`src/rtl/wbc_pkg.sv`:
```
package wbc_pkg;

  typedef enum logic [2:0] {
    ST_IDLE   = 3'd0,
    ST_LOOKUP = 3'd1,
    ST_WBACK  = 3'd2,
    ST_FILL   = 3'd3,
    ST_DONE   = 3'd4
  } wbc_state_e;

  localparam int unsigned NUM_WAYS = 2;

endpackage

```
`src/rtl/wbc_tag_store.sv`:
```
module wbc_tag_store #(
  parameter int unsigned SETS  = 4,
  parameter int unsigned TAG_W = 2,
  localparam int unsigned IDX_W = $clog2(SETS)
) (
  input  logic                   clk,
  input  logic                   rst_n,
  input  logic [IDX_W-1:0]       idx,
  output logic [1:0][TAG_W-1:0]  rd_tag,
  output logic [1:0]             rd_valid,
  output logic [1:0]             rd_dirty,
  output logic                   rd_lru,
  input  logic                   fill_we,
  input  logic                   fill_way,
  input  logic [TAG_W-1:0]       fill_tag,
  input  logic                   dirty_we,
  input  logic                   dirty_way,
  input  logic                   lru_we,
  input  logic                   mru_way
);

  logic [SETS-1:0] lru_q;

  for (genvar w = 0; w < 2; w++) begin : g_way
    logic [SETS-1:0]  vld_q;
    logic [SETS-1:0]  drt_q;
    logic [TAG_W-1:0] tag_q [SETS];
    logic             fill_hit;
    logic             dirty_hit;

    assign fill_hit  = fill_we  && (fill_way  == 1'(w));
    assign dirty_hit = dirty_we && (dirty_way == 1'(w));

    always_ff @(posedge clk or negedge rst_n) begin
      if (!rst_n) begin
        vld_q <= '0;
        drt_q <= '0;
      end else if (fill_hit) begin
        vld_q[idx] <= 1'b1;
        drt_q[idx] <= 1'b0;
      end else if (dirty_hit) begin
        drt_q[idx] <= 1'b1;
      end
    end

    always_ff @(posedge clk) begin
      if (fill_hit) begin
        tag_q[idx] <= fill_tag;
      end
    end

    assign rd_tag[w]   = tag_q[idx];
    assign rd_valid[w] = vld_q[idx];
    assign rd_dirty[w] = drt_q[idx];
  end

  always_ff @(posedge clk or negedge rst_n) begin
    if (!rst_n) begin
      lru_q <= '0;
    end else if (lru_we) begin
      lru_q[idx] <= ~mru_way;
    end
  end

  assign rd_lru = lru_q[idx];

endmodule

```
`src/rtl/wbc_data_store.sv`:
```
module wbc_data_store #(
  parameter int unsigned SETS       = 4,
  parameter int unsigned LINE_BYTES = 4,
  localparam int unsigned IDX_W  = $clog2(SETS),
  localparam int unsigned OFF_W  = $clog2(LINE_BYTES),
  localparam int unsigned LINE_W = 8 * LINE_BYTES
) (
  input  logic                   clk,
  input  logic [IDX_W-1:0]       idx,
  output logic [1:0][LINE_W-1:0] rd_line,
  input  logic                   line_we,
  input  logic                   line_way,
  input  logic [LINE_W-1:0]      line_data,
  input  logic                   byte_we,
  input  logic                   byte_way,
  input  logic [OFF_W-1:0]       byte_off,
  input  logic [7:0]             byte_data
);

  for (genvar w = 0; w < 2; w++) begin : g_way
    logic [LINE_W-1:0] line_q [SETS];

    always_ff @(posedge clk) begin
      if (line_we && (line_way == 1'(w))) begin
        line_q[idx] <= line_data;
      end else if (byte_we && (byte_way == 1'(w))) begin
        line_q[idx][{byte_off, 3'b000} +: 8] <= byte_data;
      end
    end

    assign rd_line[w] = line_q[idx];
  end

endmodule

```
`src/rtl/wbc_way_select.sv`:
```
module wbc_way_select #(
  parameter int unsigned TAG_W = 2
) (
  input  logic [1:0][TAG_W-1:0] tags,
  input  logic [1:0]            valid,
  input  logic [1:0]            dirty,
  input  logic                  lru,
  input  logic [TAG_W-1:0]      look_tag,
  output logic                  hit,
  output logic                  hit_way,
  output logic                  vic_way,
  output logic                  vic_dirty
);

  logic [1:0] match;

  for (genvar w = 0; w < 2; w++) begin : g_cmp
    assign match[w] = valid[w] && (tags[w] == look_tag);
  end

  assign hit     = |match;
  assign hit_way = match[1];

  always_comb begin
    if (!valid[0]) begin
      vic_way = 1'b0;
    end else if (!valid[1]) begin
      vic_way = 1'b1;
    end else begin
      vic_way = lru;
    end
    vic_dirty = valid[vic_way] && dirty[vic_way];
  end

endmodule

```
`src/rtl/wb_cache2w.sv`:
```
module wb_cache2w
  import wbc_pkg::*;
#(
  parameter int unsigned ADDR_W     = 6,
  parameter int unsigned LINE_BYTES = 4,
  parameter int unsigned SETS       = 4,
  localparam int unsigned OFF_W   = $clog2(LINE_BYTES),
  localparam int unsigned IDX_W   = $clog2(SETS),
  localparam int unsigned TAG_W   = ADDR_W - OFF_W - IDX_W,
  localparam int unsigned LADDR_W = ADDR_W - OFF_W,
  localparam int unsigned LINE_W  = 8 * LINE_BYTES
) (
  input  logic               clk,
  input  logic               rst_n,
  input  logic               req_valid,
  output logic               req_ready,
  input  logic               req_write,
  input  logic [ADDR_W-1:0]  req_addr,
  input  logic [7:0]         req_wdata,
  output logic               resp_valid,
  output logic               resp_hit,
  output logic               resp_way,
  output logic               resp_wb,
  output logic [7:0]         resp_rdata,
  output logic               mem_req,
  output logic               mem_we,
  output logic [LADDR_W-1:0] mem_addr,
  output logic [LINE_W-1:0]  mem_wdata,
  input  logic               mem_ack,
  input  logic [LINE_W-1:0]  mem_rdata
);

  // reset: asserted asynchronously, released on a clock edge
  logic [1:0] rsync_q;
  logic       rst_ni;

  always_ff @(posedge clk or negedge rst_n) begin
    if (!rst_n) begin
      rsync_q <= '0;
    end else begin
      rsync_q <= {rsync_q[0], 1'b1};
    end
  end
  assign rst_ni = rsync_q[1];

  // request registers
  wbc_state_e        state_q, state_n;
  logic              cap_en;
  logic              op_wr_q;
  logic [ADDR_W-1:0] addr_q;
  logic [7:0]        wdata_q;

  logic [OFF_W-1:0]  a_off;
  logic [IDX_W-1:0]  a_idx;
  logic [TAG_W-1:0]  a_tag;

  assign a_off = addr_q[OFF_W-1:0];
  assign a_idx = addr_q[OFF_W +: IDX_W];
  assign a_tag = addr_q[ADDR_W-1 -: TAG_W];

  // array views
  logic [1:0][TAG_W-1:0]  rd_tag;
  logic [1:0]             rd_valid;
  logic [1:0]             rd_dirty;
  logic                   rd_lru;
  logic [1:0][LINE_W-1:0] rd_line;

  logic hit, hit_way, vic_way, vic_dirty;

  // array write controls
  logic fill_we, dirty_we, lru_we, byte_we;

  // per-request status
  logic miss_q, miss_n;
  logic wb_q, wb_n;
  logic vic_q, vic_n;
  logic way_q, way_n;
  logic [7:0] rdata_q, rdata_n;
  logic stat_en;

  wbc_tag_store #(
    .SETS  (SETS),
    .TAG_W (TAG_W)
  ) u_tags (
    .clk       (clk),
    .rst_n     (rst_ni),
    .idx       (a_idx),
    .rd_tag    (rd_tag),
    .rd_valid  (rd_valid),
    .rd_dirty  (rd_dirty),
    .rd_lru    (rd_lru),
    .fill_we   (fill_we),
    .fill_way  (vic_q),
    .fill_tag  (a_tag),
    .dirty_we  (dirty_we),
    .dirty_way (hit_way),
    .lru_we    (lru_we),
    .mru_way   (hit_way)
  );

  wbc_data_store #(
    .SETS       (SETS),
    .LINE_BYTES (LINE_BYTES)
  ) u_data (
    .clk       (clk),
    .idx       (a_idx),
    .rd_line   (rd_line),
    .line_we   (fill_we),
    .line_way  (vic_q),
    .line_data (mem_rdata),
    .byte_we   (byte_we),
    .byte_way  (hit_way),
    .byte_off  (a_off),
    .byte_data (wdata_q)
  );

  wbc_way_select #(
    .TAG_W (TAG_W)
  ) u_sel (
    .tags      (rd_tag),
    .valid     (rd_valid),
    .dirty     (rd_dirty),
    .lru       (rd_lru),
    .look_tag  (a_tag),
    .hit       (hit),
    .hit_way   (hit_way),
    .vic_way   (vic_way),
    .vic_dirty (vic_dirty)
  );

  // next-state logic
  always_comb begin
    state_n   = state_q;
    cap_en    = 1'b0;
    stat_en   = 1'b0;
    miss_n    = miss_q;
    wb_n      = wb_q;
    vic_n     = vic_q;
    way_n     = way_q;
    rdata_n   = rdata_q;
    fill_we   = 1'b0;
    dirty_we  = 1'b0;
    lru_we    = 1'b0;
    byte_we   = 1'b0;
    req_ready = 1'b0;
    mem_req   = 1'b0;
    mem_we    = 1'b0;
    mem_addr  = {a_tag, a_idx};
    mem_wdata = rd_line[vic_q];

    unique case (state_q)
      ST_IDLE: begin
        req_ready = 1'b1;
        if (req_valid) begin
          cap_en  = 1'b1;
          stat_en = 1'b1;
          miss_n  = 1'b0;
          wb_n    = 1'b0;
          state_n = ST_LOOKUP;
        end
      end
      ST_LOOKUP: begin
        stat_en = 1'b1;
        if (hit) begin
          lru_we   = 1'b1;
          way_n    = hit_way;
          if (op_wr_q) begin
            byte_we  = 1'b1;
            dirty_we = 1'b1;
            rdata_n  = wdata_q;
          end else begin
            rdata_n  = rd_line[hit_way][{a_off, 3'b000} +: 8];
          end
          state_n = ST_DONE;
        end else begin
          miss_n = 1'b1;
          vic_n  = vic_way;
          if (vic_dirty) begin
            wb_n    = 1'b1;
            state_n = ST_WBACK;
          end else begin
            state_n = ST_FILL;
          end
        end
      end
      ST_WBACK: begin
        mem_req  = 1'b1;
        mem_we   = 1'b1;
        mem_addr = {rd_tag[vic_q], a_idx};
        if (mem_ack) begin
          state_n = ST_FILL;
        end
      end
      ST_FILL: begin
        mem_req = 1'b1;
        if (mem_ack) begin
          fill_we = 1'b1;
          state_n = ST_LOOKUP;
        end
      end
      ST_DONE: begin
        state_n = ST_IDLE;
      end
      default: begin
        state_n = ST_IDLE;
      end
    endcase
  end

  // registers
  always_ff @(posedge clk or negedge rst_ni) begin
    if (!rst_ni) begin
      state_q <= ST_IDLE;
    end else begin
      state_q <= state_n;
    end
  end

  always_ff @(posedge clk or negedge rst_ni) begin
    if (!rst_ni) begin
      op_wr_q <= 1'b0;
      addr_q  <= '0;
      wdata_q <= '0;
    end else if (cap_en) begin
      op_wr_q <= req_write;
      addr_q  <= req_addr;
      wdata_q <= req_wdata;
    end
  end

  always_ff @(posedge clk or negedge rst_ni) begin
    if (!rst_ni) begin
      miss_q  <= 1'b0;
      wb_q    <= 1'b0;
      vic_q   <= 1'b0;
      way_q   <= 1'b0;
      rdata_q <= '0;
    end else if (stat_en) begin
      miss_q  <= miss_n;
      wb_q    <= wb_n;
      vic_q   <= vic_n;
      way_q   <= way_n;
      rdata_q <= rdata_n;
    end
  end

  assign resp_valid = (state_q == ST_DONE);
  assign resp_hit   = ~miss_q;
  assign resp_wb    = wb_q;
  assign resp_way   = way_q;
  assign resp_rdata = rdata_q;

endmodule

```
`config.mk`:
```
export PLATFORM = sky130hd
export DESIGN_NAME = wb_cache2w
export DESIGN_NICKNAME = d
export VERILOG_FILES = /design/src/rtl/wbc_pkg.sv /design/src/rtl/wbc_tag_store.sv /design/src/rtl/wbc_data_store.sv /design/src/rtl/wbc_way_select.sv /design/src/rtl/wb_cache2w.sv
export SDC_FILE = /design/constraint.sdc
export NUM_CORES = 1
export LEC_CHECK = 0
export BUFFER_PORTS_ARGS = -buffer_cell sky130_fd_sc_hd__buf_2
export CORE_ASPECT_RATIO = 0.6
export CORE_UTILIZATION = 40
export CTS_BUF_LIST = sky130_fd_sc_hd__clkbuf_2
export DETAILED_ROUTE_END_ITERATION = 7
export PLACE_DENSITY_LB_ADDON = 0.12
export SYNTH_ARGS = -nofsm -noshare
export SYNTH_HDL_FRONTEND = slang
export SYNTH_SLANG_ARGS = --single-unit
```
`constraint.sdc`:
```
create_clock -name clk -period 3.4 [get_ports clk]
set_input_delay 0.51 -clock clk [delete_from_list [all_inputs] [get_ports clk]]
set_output_delay 0.51 -clock clk [all_outputs]
set_load 0.005 [all_outputs]
```
==> impl_results.md <==
* Skew-Pair Late Insertion Delay at 0.95 ns
* Max VDD drop at 409.6 uV
* Worst Path Class, Setup: register to output pin
* Share of layout cells above drive strength 1 at 45.16%
* Yosys warning total at 0
* Slew margin rel. at 58.11%
* Crit path DAT at 2.79 ns
* F_max at 0.3026 GHz
* Post-synth cell types at 47
* Die Span X at about 250 um
* Routing usage on met1 at between 30 and 40%
* GRT overflow at 0
* Busiest layer in global routing: met1
* Cell area after synthesis at about 14000 sq um
* Endpoints failing hold at 0
* Worst-Margin Slew at ~0.63 ns
* R2r startpoint: addr_q[2]
* Syn Area/Cell at 17.20 sq um
* Most area-consuming cells after synthesis: edfxtp_1 (57%), mux4_2 (13%), dfrtp_1 (9.1%), mux2_2 (6.7%), and2_1 (1.4%)
* R2R cell count at 9
* Initial Util at 40.82%
* Setup tns final at 0 ns
* Clk_skew at 0.06800 ns
* WL/cell at 24.58 um
* Ys async rst share at 16.05%
* Worst Setup SP: addr_q[2]
* H-tree depth at 3
* Core ar. at 35150 sq um
* Vias at 8838
* Cells after Synth at 834
* Maximum clock path buffer count at 3
* Outcome: completed
* DRT Pass-1 Iters at 7
* Commonest cells in the netlist: edfxtp_1 (272), mux4_2 (86), mux2_2 (85), dfrtp_1 (52)
* CTS buffer count at 79
* Slew Limit Fails at 0
* Most frequent cell after synthesis: edfxtp_1
* Met3 usage in global routing at 7.019%
* Fillers at about 3000
* Largest net degree at the start of global routing at 38
* CP max FO at 7
* Max_cap viols at 0
* Post-layout min period at roughly 3.3 ns
* Initial antenna violation count at 1
* Full die area at 36650 sq um
* Post-synth top area share at 56.93%
* First-pass GRT wire length at 58.26 mm
* HPWL after DPL at 26.92 mm
* Routed WL at 40.45 mm
* DR vias/cell at 5.369
* Number of flops mapped to enable cells by yosys at 272
* Syn_nets at a little under 900
* Post-layout nets at 1170
* Clk sink count at 324
* Iteration-0 DRC Markers at 740
* CP Launch Type: register
* Grt met2 use at 29.99%
* Area growth syn-to-layout at 22.32%
* Static Leak at 6.467 nW
* Ports at 102
* Routed Antenna Nets at 0
* Clk slew on worst S/H paths at 0.12 ns
* Clk root buf: clkbuf_2
* Capturing point of the worst reg2reg path: u_data.g_way[0].line_q[3][9]
* WP data required at between 2 and 3 ns
* Setup violations, final at 0
* Pwr Density at 844.4 nW/um^2
* Synth Flop Type: edfxtp_1
* GRT Util Overall at a little under a quarter
* RSZ-0062 raised after global routing: yes
* Die height at around 150 um
* FF-to-FF setup slack at 0.15 ns
* Register bit total from synthesis at 324
* Cell Rows at 53
* Synth area leader: edfxtp_1
* Vias in the first global route at 8717
* CTS tree: built
* # DRC at 0
* Tightest Hold Check Type: register to async pin
* Seq/Total Area, Yosys at 66.00%
* Critical path capture point type: output pin
* Period utilization at 97.18%
* Port Buffers at 101
* Total Power at ~15 mW
* Placer congestion estimate at 0.7994
-- logic make-up (layout without fill, tap and decap cells) --
family,after synthesis,in the layout,synth area share [%]
other cells,1,2,0.02614
compound gates,71,71,2.982
xor+xnor,4,4,0.2442
flops,324,324,66.00
buf+inv,67,411,2.215
simple gates,170,170,6.070
fa+ha+maj,5,5,0.4360
mux,192,192,22.03
-- sequential cells by signal (all words and copies together), names as in the netlist, 2 cells and up, named ones only --
register,cells
rsync_q,2
u_data.g_way.line_q,256
u_tags.lru_q,4
addr_q,6
state_q,3
wdata_q,8
resp_rdata,8
u_tags.g_way.vld_q,8
u_tags.g_way.tag_q,16
-- placed cells by master (no fill, tap or decap), types with 11 or more instances in the layout --
cell type	synthesis	final
a21oi_1	26	26
and2_1	31	31
buf_2	13	94
buf_4	5	78
clkbuf_2	0	128
clkinv_1	0	12
dfrtp_1	52	48
dlygate4sd3_1	0	52
edfxtp_1	272	272
inv_1	15	15
mux2_2	85	75
mux2_4	8	18
mux2i_1	12	11
mux4_2	86	87
nand2_1	38	38
nand3_1	21	21
nor2_1	38	38
o211ai_1	15	15
o21ai_0	14	14
-- per-layer routing --
metal	share of wire (%)	vias up
li1	-	3916
met1	49	4518
met2	41	341
met3	8.0	63
met4	2.1	0
met5	0	-
-- final cells by class --
class                      count  area, sq um  area share, %
antenna                        1        2.502        0.01426
clock buffer                 128        640.6          3.650
clock inverter                17        91.34         0.5205
inverter                      16        60.06         0.3422
multi-input combinational    443         4599          26.21
sequential                   324         9479          54.01
tap                          467        584.3          3.330
timing repair buffer         250         2092          11.92
-- repair_timing --
action,CTS,global route
pin swaps,0,1
setup buffers,12,13
gates cloned,5,2
resized for setup,27,16
hold buffers,52,0
setup endpoints to repair,32,68
hold endpoints to repair,275,0
-- power by group --
group / internal [mW] / switching [mW]
clock: 1.06 / 1.59
sequential: 4.86 / 0.551
combinational: 3.34 / 3.41
total: 9.27 / 5.55
-- worst max-delay path by stage --
stage,end,depth (start not counted)
after global routing,mem_addr[3],6
after floorplan,u_data.g_way[0].line_q[0][0],8
after global placement,u_data.g_way[0].line_q[0][14],6
after detailed placement,u_data.g_way[0].line_q[0][9],6
final,mem_wdata[20],6
after CTS,mem_wdata[3],5
-- stage by stage --
| stage | hold slack (ns) | instances | instance area [sq um] | util (%) | setup slack [ns] |
|---|---|---|---|---|---|
| 2_1_floorplan | 0.2144 | 834 | 14350 | - | 0.5079 |
| 3_3_place_gp | 0.2932 | 1416 | 15690 | 44.64 | 0.2758 |
| 3_5_place_dp | 0.2914 | 1416 | 15690 | 44.64 | 0.2243 |
| 4_1_cts | 0.1983 | 1630 | 17320 | 49.28 | -0.07124 |
| 5_1_grt | 0.2465 | 1646 | 17550 | 49.93 | -0.06127 |
| 6_report | 0.2744 | 1646 | 17550 | 49.93 | 0.09579 |
-- worst max-delay path: stages (launching register included) --
cell,delay (ns)
dfrtp_4,0.52
buf_12,0.17
buf_12,0.13
buf_16,0.13
mux4_2,0.49
mux2_2,0.30
buf_2,0.13
Note: power is estimated with default switching activity, not from simulation.
